`src/rtl/regbank_pkg.sv`:
```
`timescale 1ns/1ps
package regbank_pkg;
  // Access kind decoded from byte address bits [3:2]
  typedef enum logic [1:0] {
    AK_PLAIN = 2'd0,
    AK_SET   = 2'd1,
    AK_CLR   = 2'd2,
    AK_TOG   = 2'd3
  } aliasKind_t;

  // Write strobes from control to datapath
  typedef struct packed {
    logic plain;
    logic set;
    logic clr;
    logic tog;
  } wrOp_t;
endpackage

```
`src/rtl/regbank_ctrl.sv`:
```
`timescale 1ns/1ps
module regbank_ctrl
  import regbank_pkg::*;
#(
  parameter int NUM_REGS = 4,
  parameter int ADDR_W   = 8,
  parameter logic [NUM_REGS-1:0] ALIAS_EN = '1
) (
  input  logic                clk,
  input  logic                rst,
  input  logic                busSel,
  input  logic                busWrite,
  input  logic [ADDR_W-3:0]   busWordAddr,
  output wrOp_t               wrOp,
  output logic [NUM_REGS-1:0] wrHit,
  output logic [NUM_REGS-1:0] rdSel,
  output logic                busErr
);
  localparam int IDX_W = ADDR_W - 4;

  logic [IDX_W-1:0]    idx;
  aliasKind_t          kind;
  logic [NUM_REGS-1:0] match;
  logic                inRange;
  logic                aliasOk;
  logic                isWrite;

  assign idx     = busWordAddr[ADDR_W-3:2];
  assign kind    = aliasKind_t'(busWordAddr[1:0]);
  assign isWrite = busSel & busWrite;

  for (genvar k = 0; k < NUM_REGS; k++) begin : g_dec
    assign match[k] = (idx == IDX_W'(k));
    assign wrHit[k] = isWrite & match[k] & ((kind == AK_PLAIN) | ALIAS_EN[k]);
    assign rdSel[k] = busSel & match[k];
  end

  assign inRange = |match;
  assign aliasOk = |(match & ALIAS_EN);

  always_comb begin
    wrOp.plain = isWrite & (kind == AK_PLAIN);
    wrOp.set   = isWrite & (kind == AK_SET);
    wrOp.clr   = isWrite & (kind == AK_CLR);
    wrOp.tog   = isWrite & (kind == AK_TOG);
  end

  assign busErr = busSel & (~inRange | (busWrite & (kind != AK_PLAIN) & ~aliasOk));

  // at most one register is written per transfer
  p_hit_onehot_r2: assert property (@(posedge clk) disable iff (rst) $onehot0(wrHit));
  // no error response without a transfer
  p_err_idle_r11: assert property (@(posedge clk) disable iff (rst) !busSel |-> !busErr);
  // a flagged transfer never reaches a register
  p_err_no_write_r8: assert property (@(posedge clk) disable iff (rst) busErr |-> (wrHit == '0));
endmodule

```
`src/rtl/regbank_dp.sv`:
```
`timescale 1ns/1ps
module regbank_dp
  import regbank_pkg::*;
#(
  parameter int NUM_REGS = 4,
  parameter int DATA_W   = 32,
  parameter logic [NUM_REGS*DATA_W-1:0] RESET_VALS  = '0,
  parameter logic [NUM_REGS*DATA_W-1:0] SETCLR_ONLY = '0
) (
  input  logic                       clk,
  input  logic                       rst,
  input  wrOp_t                      wrOp,
  input  logic [NUM_REGS-1:0]        wrHit,
  input  logic [NUM_REGS-1:0]        rdSel,
  input  logic [DATA_W-1:0]          wdata,
  output logic [NUM_REGS*DATA_W-1:0] regOut,
  output logic [DATA_W-1:0]          rdata
);
  logic [DATA_W-1:0] regQ [NUM_REGS];

  for (genvar k = 0; k < NUM_REGS; k++) begin : g_reg
    localparam logic [DATA_W-1:0] RST_V = RESET_VALS[k*DATA_W +: DATA_W];
    localparam logic [DATA_W-1:0] LOCK  = SETCLR_ONLY[k*DATA_W +: DATA_W];

    logic [DATA_W-1:0] nxt;

    always_comb begin
      nxt = regQ[k];
      if (wrOp.plain)    nxt = (regQ[k] & LOCK) | (wdata & ~LOCK);
      else if (wrOp.set) nxt = regQ[k] | wdata;
      else if (wrOp.clr) nxt = regQ[k] & ~wdata;
      else if (wrOp.tog) nxt = regQ[k] ^ (wdata & ~LOCK);
    end

    always_ff @(posedge clk) begin
      if (rst)           regQ[k] <= RST_V;
      else if (wrHit[k]) regQ[k] <= nxt;
    end

    assign regOut[k*DATA_W +: DATA_W] = regQ[k];

    // reset loads the parameterised value
    p_reset_value_r1: assert property (@(posedge clk) rst |=> (regQ[k] == RST_V));
    // plain writes leave set/clear-only bits alone
    p_locked_plain_r7: assert property (@(posedge clk) disable iff (rst)
      (wrHit[k] && wrOp.plain) |=> ((regQ[k] & LOCK) == ($past(regQ[k]) & LOCK)));
    // every bit written as 1 through the set alias ends up 1
    p_set_bits_r4: assert property (@(posedge clk) disable iff (rst)
      (wrHit[k] && wrOp.set) |=> ((regQ[k] & $past(wdata)) == $past(wdata)));
    // every bit written as 1 through the clear alias ends up 0
    p_clr_bits_r5: assert property (@(posedge clk) disable iff (rst)
      (wrHit[k] && wrOp.clr) |=> ((regQ[k] & $past(wdata)) == '0));
    // a register not hit keeps its value
    p_idle_hold_r9: assert property (@(posedge clk) disable iff (rst)
      !wrHit[k] |=> $stable(regQ[k]));
  end

  always_comb begin
    rdata = '0;
    for (int k = 0; k < NUM_REGS; k++) begin
      rdata = rdata | (regQ[k] & {DATA_W{rdSel[k]}});
    end
  end
endmodule

```
`src/rtl/alias_reg_bank.sv`:
```
`timescale 1ns/1ps
module alias_reg_bank
  import regbank_pkg::*;
#(
  parameter int NUM_REGS = 4,
  parameter int DATA_W   = 32,
  parameter int ADDR_W   = 8,
  parameter logic [NUM_REGS-1:0]        ALIAS_EN    = '1,
  parameter logic [NUM_REGS*DATA_W-1:0] RESET_VALS  = '0,
  parameter logic [NUM_REGS*DATA_W-1:0] SETCLR_ONLY = '0
) (
  input  logic                       clk,
  input  logic                       rst,
  input  logic                       busSel,
  input  logic                       busWrite,
  input  logic [ADDR_W-3:0]          busWordAddr,
  input  logic [DATA_W-1:0]          busWdata,
  output logic [DATA_W-1:0]          busRdata,
  output logic                       busErr,
  output logic [NUM_REGS*DATA_W-1:0] regOut
);
  wrOp_t               wrOp;
  logic [NUM_REGS-1:0] wrHit;
  logic [NUM_REGS-1:0] rdSel;

  regbank_ctrl #(
    .NUM_REGS(NUM_REGS), .ADDR_W(ADDR_W), .ALIAS_EN(ALIAS_EN)
  ) u_ctrl (
    .clk(clk), .rst(rst), .busSel(busSel), .busWrite(busWrite),
    .busWordAddr(busWordAddr), .wrOp(wrOp), .wrHit(wrHit),
    .rdSel(rdSel), .busErr(busErr)
  );

  regbank_dp #(
    .NUM_REGS(NUM_REGS), .DATA_W(DATA_W),
    .RESET_VALS(RESET_VALS), .SETCLR_ONLY(SETCLR_ONLY)
  ) u_dp (
    .clk(clk), .rst(rst), .wrOp(wrOp), .wrHit(wrHit), .rdSel(rdSel),
    .wdata(busWdata), .regOut(regOut), .rdata(busRdata)
  );
endmodule

```
`config.mk`:
```
export PLATFORM = sky130hd
export DESIGN_NAME = alias_reg_bank
export DESIGN_NICKNAME = d
export VERILOG_FILES = /design/src/rtl/regbank_pkg.sv /design/src/rtl/regbank_ctrl.sv /design/src/rtl/regbank_dp.sv /design/src/rtl/alias_reg_bank.sv
export SDC_FILE = /design/constraint.sdc
export NUM_CORES = 1
export LEC_CHECK = 0
export ABC_AREA = 1
export ABC_CLOCK_PERIOD_IN_PS = 2100
export BUFFER_PORTS_ARGS = -buffer_cell sky130_fd_sc_hd__buf_2
export CAP_MARGIN = 20
export CORE_MARGIN = 1.5
export CORE_UTILIZATION = 48
export CTS_BUF_LIST = sky130_fd_sc_hd__clkbuf_16
export DETAILED_ROUTE_END_ITERATION = 10
export HOLD_SLACK_MARGIN = 0.12
export PLACE_DENSITY = 0.72
export SLEW_MARGIN = 20
export SYNTH_ARGS = -nofsm -noshare
export SYNTH_HDL_FRONTEND = slang
export SYNTH_SLANG_ARGS = --single-unit
```
`constraint.sdc`:
```
create_clock -name clk -period 2.1 [get_ports clk]
set_input_delay 0.21 -clock clk [delete_from_list [all_inputs] [get_ports clk]]
set_output_delay 0.21 -clock clk [all_outputs]
set_load 0.01 [all_outputs]
```
# After elaboration in Yosys (flattened, before gate mapping)
# Memory sizes are Yosys's and may differ from the RTL's.
# Index checks and enable logic that the tools add are counted.
# classes
eq_ne	6
muxes	34
bitwise_logic	42
reduce_logical	4
# op_table
cell	n
2-to-1 mux 32 bit	20
bitwise AND 32 bit	8
bitwise OR 32 bit	7
bitwise XOR 32 bit	4
inverter 32 bit	1
bitwise AND 1 bit	16
2-to-1 mux 1 bit	14
equality test 4 x 2 -> 1 bit (second input constant)	2
bitwise OR 1 bit	5
equality test 2 bit (second input constant)	2
equality test 4 x 1 -> 1 bit (second input constant)	1
zero test 4 bit	1
OR reduction 4 bit	1
equality test 2 x 1 -> 1 bit (second input constant)	1
zero test 2 bit	1
nonzero test 2 bit	1
inverter 1 bit	1
# word_totals
reg_bits	0
ram_bits	128
inputBits	42
out_inout_bits	161
elab_cells	87
n_memories	1
# mem_list
memory	depth	word_bits	read_ports	rd_clocked_by_memory_dff	write_ports	line_no	rtl
u_dp.regQ	4	32	4	0	4	regbank_dp.sv:19	logic [DATA_W-1:0] regQ [NUM_REGS];

# Longest topological paths before layout
# Gate-level depths: netlist of run 1.
# depth
depth_word	7
mapped_depth	9
depth_no_buf	7

# Modules after synthesis
# Synthesis of run 1 repeated with hierarchy kept, for this count alone.
# unflattened
cells_unflattened	2161
hier_area_um2	14222.4
# by_module_without_submodules
mod	instances	cells_each	area_each_um2	seq_area_each_um2
regbank_dp	1	2132	14101.0	3843.7
regbank_ctrl	1	29	121.4	0.0

# Least setup slack after synthesis of run 1
# Ideal clock, no wire load.
# synth_timing
path_type	in2reg
startpoint	in busWrite
endpoint	mem u_dp.regQ[0][0] (enable)
setup_time_ns	0.389
arrival_ns	1.593
t_required_ns	1.711
path_slack_ns	0.117
stages	5
path_buffers	1
path_cell_list	nand2_1 -> nor2_1 -> nand3_1 -> clkbuf_1 -> nand2_1
# synth_lines
element	line_no	rtl
start, declared	alias_reg_bank.sv:15	input logic busWrite,
end, declared	regbank_dp.sv:19	

# Worst setup path after layout of run 1
# layout_timing
startpoint	in busWordAddr[5]
endpoint	out busRdata[31]
# layout_via
elab_chain_cells	6
elab_cells_between_ends	15
cone_classes	eq/ne: 3; bitwise: 11; reduce/logical: 1
# layout_lines
element	line_no	rtl
start, declared	alias_reg_bank.sv:16	input logic [ADDR_W-3:0] busWordAddr,
equality test 4 x 1 -> 1 bit or zero test 4 bit (tied branches)	regbank_ctrl.sv:33	assign match[k] = (idx == IDX_W'(k));
bitwise AND 1 bit	regbank_ctrl.sv:35	assign rdSel[k] = busSel & match[k];
bitwise AND 32 bit	regbank_dp.sv:61	rdata = rdata | (regQ[k] & {DATA_W{rdSel[k]}});
bitwise OR 32 bit (2 in a row)	regbank_dp.sv:61	
bitwise OR 32 bit *	regbank_dp.sv:61	
end, declared	alias_reg_bank.sv:18	output logic [DATA_W-1:0] busRdata,
# Mark *: on every way between the ends. The rest lies on a longest branch, timed or not.

==> results.json, run 1 <==
{
  "r2r_slack_ns": 0.76,
  "ios": 203,
  "ctsHtreeMaxLevel": 4,
  "core_um2": 26800,
  "clock_skew_ns": 0,
  "worst_hold_path_type": "primary input to register",
  "grt_max_degree": 129,
  "hold_viol": 0,
  "reg.largest.list": "u_dp.regQ: 128 flops",
  "syn-num-nets": 1963,
  "max_freq_mhz": 533,
  "powerDensity_nw_per_um2": 496,
  "place_inst": 2136,
  "routed_wirelength_um": 42500,
  "cts_buffers": 17,
  "cts_tree": "built",
  "outcome": "finished clean",
  "synth_cells": 1665,
  "ys_ff_latch": 128,
  "fin_util_pct": 56.7,
  "crit_arrival_ns": 1.67,
  "crit_type": "primary input to output port",
  "start_util_pct": 48.6,
  "instances_no_fill": 2169,
  "holdBufCountCts": 0,
  "hold_start": "busWdata[8]",
  "r2r_end": "u_dp.regQ[3][23]",
  "antenna_found_initial": 1,
  "drt-initial-drc-count": 1617,
  "antenna_left": 0,
  "gr-total-overflow": 0,
  "synth_cell_types": 15,
  "grt_pass1_wl_um": 67000,
  "die_w_um": 168,
  "post-place-ws_ns": 0.197,
  "area_growth_pct": 16.7,
  "cts.sinks": 128,
  "power_mw": 7.53,
  "root_buffer": "clkbuf_16",
  "p_leak_nw": 7.55,
  "largest_register_ffs": 128,
  "maxCapViolations": 0,
  "die-height_um": 168,
  "yosysWarnings": 0,
  "cp-startpoint": "busWordAddr[5]",
  "worstSetupEndpointType": "output port",
  "avgSynthCellArea_um2": 7.82,
  "finalCritPeriodShare_pct": 89.4,
  "regMostFlops": "u_dp.regQ",
  "hpwl_um": 27200,
  "cp_max_fo": 23,
  "whs_endpoint": "u_dp.regQ[1][8]",
  "netlist_area_um2": 13000,
  "clk_pin_slew_worst_paths_ns": 0.06,
  "r2r-start": "u_dp.regQ[3][23]",
  "ir_worst_vdd_uv": 375,
  "fin_nets": 2112,
  "dr.pass1.iters": 5,
  "dpl_cell_area_um2": 14600,
  "min_period_ns": 1.88,
  "drc": 0,
  "crit_required_ns": 1.89,
  "grt_setup_unrepaired": "no",
  "holdPathStages": 3,
  "setup_tns_ns": 0,
  "port_buffers": 202,
  "tightest_slew_ns": 0.748,
  "clk_path_buf_depth": 2,
  "viasPerCell": 6.07,
  "fin_ws_ns": 0.223,
  "relSlewSlack_pct": 50.2,
  "cts_setup_buffers": 0,
  "drive_gt1_share_pct": 16.7,
  "cts_resized": 0,
  "drv_slew": 0,
  "start_kind": "primary input",
  "whs_ns": 0.245,
  "die_area_um2": 28100,
  "r2r_cells": 6,
  "fin_area_um2": 15200,
  "track_usage_pct": 30.2,
  "vias": 13200,
  "setup_viol": 0,
  "finalWeightedCongestion": 0.812,
  "wl_per_cell_um": 19.6,
  "synth.yosys.seq_area_share_pct": 29.5,
  "row_count": 60,
  "clock_latency_ns": 0.43,
  "first_global_vias": 12500,
  "fillCellCount": 2455
}
[worst max-delay path: stages]
cell and delay [ns]:
buf_2 0.10, nor2_2 0.40, nand2_1 0.17, nor2_4 0.14
buf_12 0.20, nand2_1 0.08, nand4_1 0.18, buf_2 0.16
[how the worst max path moves through the flow]
stage	endpoint	slack (ns)	depth (start not counted)
after floorplan	u_dp.regQ[0][0]	0.12	5
after global placement	u_dp.regQ[3][10]	0.25	8
after CTS	busRdata[31]	0.27	8
after global routing	busRdata[31]	0.15	8
final	busRdata[31]	0.22	8
after detailed placement	u_dp.regQ[0][6]	0.20	8
[cell type report]
cell class	count	area (um^2)	share of cell area, %
Multi-Input combinational cell	1244	8060	53.1
Sequential cell	128	3840	25.3
Timing Repair Buffer	255	1660	10.9
Inverter	168	638	4.20
Tap cell	341	427	2.81
Clock buffer	17	425	2.80
Clock inverter	15	136	0.898
Antenna cell	1	2.50	0.0165
[per-layer routing]
layer	vias to the layer above	GRT usage, %	share of wire [%]
met5	-	0	0
met2	779	48.4	46
li1	6013	-	-
met3	102	4.33	9.8
met4	0	13.4	3.2
met1	6278	40.4	41
[Yosys cell counts]
master	n	share of area (%)
a21oi_1	128	4.9
buf_1	5	0.14
buf_2	81	3.1
clkbuf_1	39	1.1
edfxtp_1	128	30
ha_1	256	25
inv_1	167	4.8
inv_2	1	0.029
nand2_1	427	12
nand3_1	261	10
nand4_1	32	1.5
nor2_1	9	0.26
nor2_2	2	0.096
nor3_2	1	0.077
o211ai_1	128	7.4
[report_power, final]
part | internal, mW | switching, mW
Sequential | 2.91 | 0.131
Clock | 1.64 | 1.28
Combinational | 0.547 | 1.03
Total | 5.09 | 2.44
[cell families after synthesis]
logic type / after synthesis / share of synthesized area (%)
AND/OR/NAND/NOR: 732 / 24.3
adder cells (fa/ha/maj): 256 / 24.6
flip-flops: 128 / 29.5
AO/OA/AOI/OAI: 256 / 12.3
buffers and inverters: 293 / 9.23
[placed cells by master, fill, tap and decap left out, types with 2 or more instances in the layout]
master and n:
clkinvlp_4 6, ha_1 256, nor2_4 5, clkinv_2 3, a21oi_1 128, buf_12 20
inv_6 5, nand3_2 4, inv_1 166, buf_2 202, nand4_1 32, nand3_1 256
edfxtp_1 128, clkinv_4 2, nand2_1 422, nand2_2 4, o211ai_1 128, clkbuf_16 17
buf_4 33, nor2_1 5
(Power assumes the default switching activity.)
==> run 2, diff against run 1 <==
==> constraint.sdc (replaced) <==
create_clock -name clk -period 2.1 [get_ports clk]
set_input_delay 0.21 -clock clk [delete_from_list [all_inputs] [get_ports clk]]
set_output_delay 0.21 -clock clk [all_outputs]
set_load 0.05 [all_outputs]
==> run 2 against run 1 <==
  * Critical path depth unchanged
  * Flip-flop and latch count unchanged
  * Via count is 1.6% lower
  * Largest cell class unchanged
  * Highest routed layer unchanged
  * Routed wire length shrank 0.35%
  * Register-to-register slack worse by 0.05 ns
  * First-iteration DRC count shrank 6.0%
  * Fmax fell by 1.9%
  * Critical path type unchanged
  * Combinational power is 21% higher
  * Clock power rose by 5%
  * Worst hold slack worse by 0.022 ns
==> results.json, run 2 (synthesis gave the netlist of run 1 again) <==
{
  "outcome": "finished clean",
  "cts_resized": 0,
  "crit_buf_inv": 3,
  "vias": 13000,
  "die-height_um": 168,
  "crit_type": "primary input to output port",
  "reg.largest.list": "u_dp.regQ: 128 flops",
  "r2r_cells": 6,
  "antenna_left": 0,
  "cts_tree": "built",
  "start_util_pct": 48.6,
  "routed_wirelength_um": 42400,
  "track_usage_pct": 29.6,
  "p_leak_nw": 7.51,
  "cts_buffers": 17,
  "setup_tns_ns": 0,
  "first_global_vias": 12200,
  "start_kind": "primary input",
  "cpPeakStageDelay_ns": 0.35,
  "powerDensity_nw_per_um2": 530,
  "root_buffer": "clkbuf_16",
  "dr.pass1.iters": 6,
  "gr-total-overflow": 0,
  "final_common_cell": "nand2_1",
  "maxCapViolations": 0,
  "setup_viol": 0,
  "regMostFlops": "u_dp.regQ",
  "tightest_slew_ns": 0.582,
  "drc": 0,
  "crit_cells": 8,
  "grt_max_degree": 109,
  "holdBufCountCts": 0,
  "port_buffers": 202,
  "hold_viol": 0,
  "clk_path_buf_depth": 2,
  "grt_setup_unrepaired": "no",
  "ctsHtreeMaxLevel": 4,
  "crit_chain": "buf_2 -> nor2_2 -> nand2_1 -> nor2_4 -> buf_4 -> nand2_1 -> nand4_1 -> buf_2",
  "slowest_stage": "nor2_2",
  "fin_nets": 2101,
  "crit_arrival_ns": 1.70,
  "clk_pin_slew_worst_paths_ns": 0.07,
  "row_count": 60,
  "relSlewSlack_pct": 61.2,
  "power_mw": 8.01,
  "viasPerCell": 6.01,
  "hpwl_um": 26500,
  "worst_hold_path_type": "primary input to register",
  "cts_setup_buffers": 0,
  "cts.sinks": 128,
  "clock_latency_ns": 0.43,
  "worstSetupEndpointType": "output port",
  "die_w_um": 168,
  "grt_pass1_wl_um": 65900,
  "whs_ns": 0.223,
  "ir_worst_vdd_uv": 540,
  "die_area_um2": 28100,
  "drt-initial-drc-count": 1520,
  "finalWeightedCongestion": 0.813,
  "drive_gt1_share_pct": 16.2,
  "area_growth_pct": 16.1,
  "core_um2": 26800,
  "wl_per_cell_um": 19.6,
  "final_cell_mix": "422 x nand2_1, 256 x nand3_1, 256 x ha_1",
  "min_period_ns": 1.91,
  "holdPathStages": 3,
  "drv_slew": 0,
  "fillCellCount": 2382,
  "cp_top_family": "simple AND/OR/NAND/NOR gates",
  "ios": 203,
  "largest_register_ffs": 128,
  "clock_skew_ns": 0,
  "crit_required_ns": 1.89,
  "finalCritPeriodShare_pct": 91.1,
  "antenna_found_initial": 1,
  "max_freq_mhz": 523,
  "cp_max_fo": 16
}
-- run 2: cell types whose count changed in the layout (fill, tap and decap cells not counted), moves of 2 or more --
cell and change:
clkinv_1 +2, clkinvlp_4 -3, inv_6 +2, buf_4 -9, buf_12 -2
-- run 2: worst reg2reg max path, stage by stage, from the launching register on --
cell and delay [ns]:
edfxtp_1 0.49, inv_1 0.09, ha_1 0.27, nand2_1 0.06
nand3_1 0.06, nand2_1 0.08, a21oi_1 0.07
-- run 2: path summary, 6_finish.rpt --
check             startpoint                to  slack, ns
max           busWordAddr[5]      busRdata[10]       0.19
min             busWdata[25]  u_dp.regQ[1][25]       0.22
max reg2reg  u_dp.regQ[0][9]   u_dp.regQ[0][9]       0.71
min reg2reg  u_dp.regQ[3][5]   u_dp.regQ[3][5]       0.97
-- run 2: per-layer routing --
layer | part of all wire [%] | GRT usage (%) | vias up
met5 | 0 | 0 | -
met4 | 3.1 | 11.7 | 0
met3 | 8.5 | 4.70 | 100
met2 | 47 | 48.4 | 665
met1 | 41 | 39.1 | 6208
li1 | - | - | 5988
-- run 2: report_power, final --
part	switching, mW	internal (mW)
sequential	0.136	2.91
combinational	1.37	0.534
clock	1.30	1.76
total	2.80	5.21
-- run 2: metrics by stage --
stage	instances	util (%)	instance area [um^2]	setup slack, ns
floorplan	1665	-	13000	0.117
global placement	2125	54.2	14500	0.243
detailed placement	2125	54.2	14500	0.193
CTS	2157	56.4	15100	0.212
global route	2158	56.4	15100	0.113
finish	2158	56.4	15100	0.187
-- run 2: final cells by class --
cell class,count,area (um^2),share of cell area [%]
Multi-Input combinational cell,1244,8060,53.4
Sequential cell,128,3840,25.4
Timing Repair Buffer,244,1550,10.3
Inverter,168,638,4.22
Tap cell,341,427,2.82
Clock buffer,17,425,2.82
Clock inverter,15,156,1.04
Antenna cell,1,2.50,0.0166
==> run 3, diff against run 2 <==
--- a/config.mk
+++ b/config.mk
@@ -9,10 +9,12 @@
 export ABC_CLOCK_PERIOD_IN_PS = 2100
 export BUFFER_PORTS_ARGS = -buffer_cell sky130_fd_sc_hd__buf_2
 export CAP_MARGIN = 20
+export CORE_ASPECT_RATIO = 0.8
 export CORE_MARGIN = 1.5
 export CORE_UTILIZATION = 48
 export CTS_BUF_LIST = sky130_fd_sc_hd__clkbuf_16
 export DETAILED_ROUTE_END_ITERATION = 10
+export GPL_ROUTABILITY_DRIVEN = 0
 export HOLD_SLACK_MARGIN = 0.12
 export PLACE_DENSITY = 0.72
 export SLEW_MARGIN = 20
==> run 3 against run 2 <==
  * First-iteration DRC count decreased by 21%
  * Clock skew unchanged
  * Global-route usage increased by 0.18 points
  * Critical path type unchanged
  * Largest cell class unchanged
  * Largest power group unchanged
==> results.json, run 3 (synthesis gave the netlist of run 1 again) <==
{
  "row_count": 53,
  "worstSetupEndpointType": "output port",
  "drt-initial-drc-count": 1196,
  "grt_setup_unrepaired": "no",
  "die_area_um2": 28100,
  "start_util_pct": 49.2,
  "fin_util_pct": 57.2,
  "multiInputGateArea_um2": 8060,
  "fillCellCount": 2395,
  "antenna_left": 0,
  "root_buffer": "clkbuf_16",
  "p_sw_share_pct": 33.3,
  "clock_skew_ns": 0,
  "dr.pass1.iters": 6,
  "p_comb_share_pct": 23.4,
  "cp_max_fo": 14,
  "clk_path_buf_depth": 2,
  "crit_required_ns": 1.89,
  "clock_latency_ns": 0.42,
  "fin_area_um2": 15100,
  "reg.largest.list": "u_dp.regQ: 128 flops",
  "ff_latch_area_um2": 3840,
  "final_cell_mix": "422 x nand2_1, 256 x nand3_1, 256 x ha_1",
  "power_frac_seq_pct": 37.4,
  "regMostFlops": "u_dp.regQ",
  "ir_worst_vdd_uv": 535,
  "routed_wirelength_um": 42100,
  "relSlewSlack_pct": 60.8,
  "area_growth_pct": 16.4,
  "crit_type": "primary input to output port",
  "grt_max_degree": 129,
  "p_sw_mw": 2.71,
  "cts_tree": "built",
  "place_inst": 2134,
  "hold_viol": 0,
  "cts_setup_buffers": 0,
  "viasPerCell": 5.94,
  "antenna_found_initial": 0,
  "drc": 0,
  "largest_register_ffs": 128,
  "finalCritPeriodShare_pct": 87.5,
  "start_kind": "primary input",
  "maxCapViolations": 0,
  "clk_pin_slew_worst_paths_ns": 0.06,
  "num_antenna_cells": 0,
  "gr-total-overflow": 0,
  "crit_arrival_ns": 1.63,
  "drive_gt1_share_pct": 15.9,
  "die-height_um": 150,
  "fin_nets": 2094,
  "powerDensity_nw_per_um2": 538,
  "final_common_cell": "nand2_1",
  "instances_no_fill": 2166,
  "cts_buffers": 17,
  "p_int_mw": 5.43,
  "ctsHtreeMaxLevel": 4,
  "setup_viol": 0,
  "first_global_vias": 12200,
  "dpl_cell_area_um2": 14500,
  "worst_hold_path_type": "primary input to register",
  "drv_slew": 0,
  "min_period_ns": 1.84,
  "power_mw": 8.14,
  "ios": 203,
  "outcome": "finished clean",
  "track_usage_pct": 29.7,
  "grt_pass1_wl_um": 66400,
  "clock_power_share_pct": 39.2,
  "hpwl_um": 25600,
  "p_leak_nw": 7.51,
  "vias": 12900,
  "cts.sinks": 128,
  "port_buffers": 202,
  "setup_tns_ns": 0,
  "tightest_slew_ns": 0.588,
  "wl_per_cell_um": 19.4,
  "core_um2": 26500,
  "die_w_um": 187,
  "holdBufCountCts": 0,
  "max_freq_mhz": 544,
  "cts_resized": 0
}
==> run 3: critical path, stage by stage <==
cell	delay (ns)
buf_2	0.10
nor2_2	0.19
nand2_1	0.12
nor2_4	0.23
buf_4	0.31
nand2_1	0.09
nand4_1	0.10
buf_2	0.26
==> run 3: layout make-up <==
class | instances | area share (%)
repair buffers | 237 | 10.1
clock inverters | 15 | 1.27
multi-input cells | 1244 | 53.2
flip-flops and latches | 128 | 25.4
well taps | 357 | 2.95
inverters | 168 | 4.22
clock buffers | 17 | 2.81
==> run 3: power by group through the flow <==
stage | Combinational [mW] | Sequential, mW | Clock [mW]
floorplan | 1.02 | 3.40 | 0
global route | 2.10 | 3.06 | 3.31
finish | 1.90 | 3.05 | 3.19
CTS | 1.89 | 3.04 | 3.20
detailed placement | 1.88 | 3.10 | 0
global placement | 1.81 | 3.09 | 0
==> run 3: final timing paths <==
check,slack [ns],startpoint,to,cells past startpoint
setup / recovery,0.26,busWordAddr[5],busRdata[12],8
hold reg to reg,0.98,u_dp.regQ[1][14],u_dp.regQ[1][14],5
setup reg to reg,0.73,u_dp.regQ[3][5],u_dp.regQ[3][5],6
hold / removal,0.24,busWdata[5],u_dp.regQ[1][5],3
==> run 3: stage by stage <==
| stage | hold slack (ns) | setup slack, ns |
|---|---|---|
| floorplan | 0.528 | 0.117 |
| CTS | 0.229 | 0.256 |
| finish | 0.240 | 0.262 |
| global placement | 0.662 | 0.215 |
| global route | 0.248 | 0.156 |
| detailed placement | 0.670 | 0.158 |
==> run 3: routing by layer <==
metal / track usage, % / wire length, um / vias up
li1: - / - / 5969
met1: 38.7 / 17300 / 6191
met2: 49.9 / 20100 / 629
met3: 4.57 / 3610 / 84
met4: 11.8 / 1120 / 0
met5: 0 / 0 / -
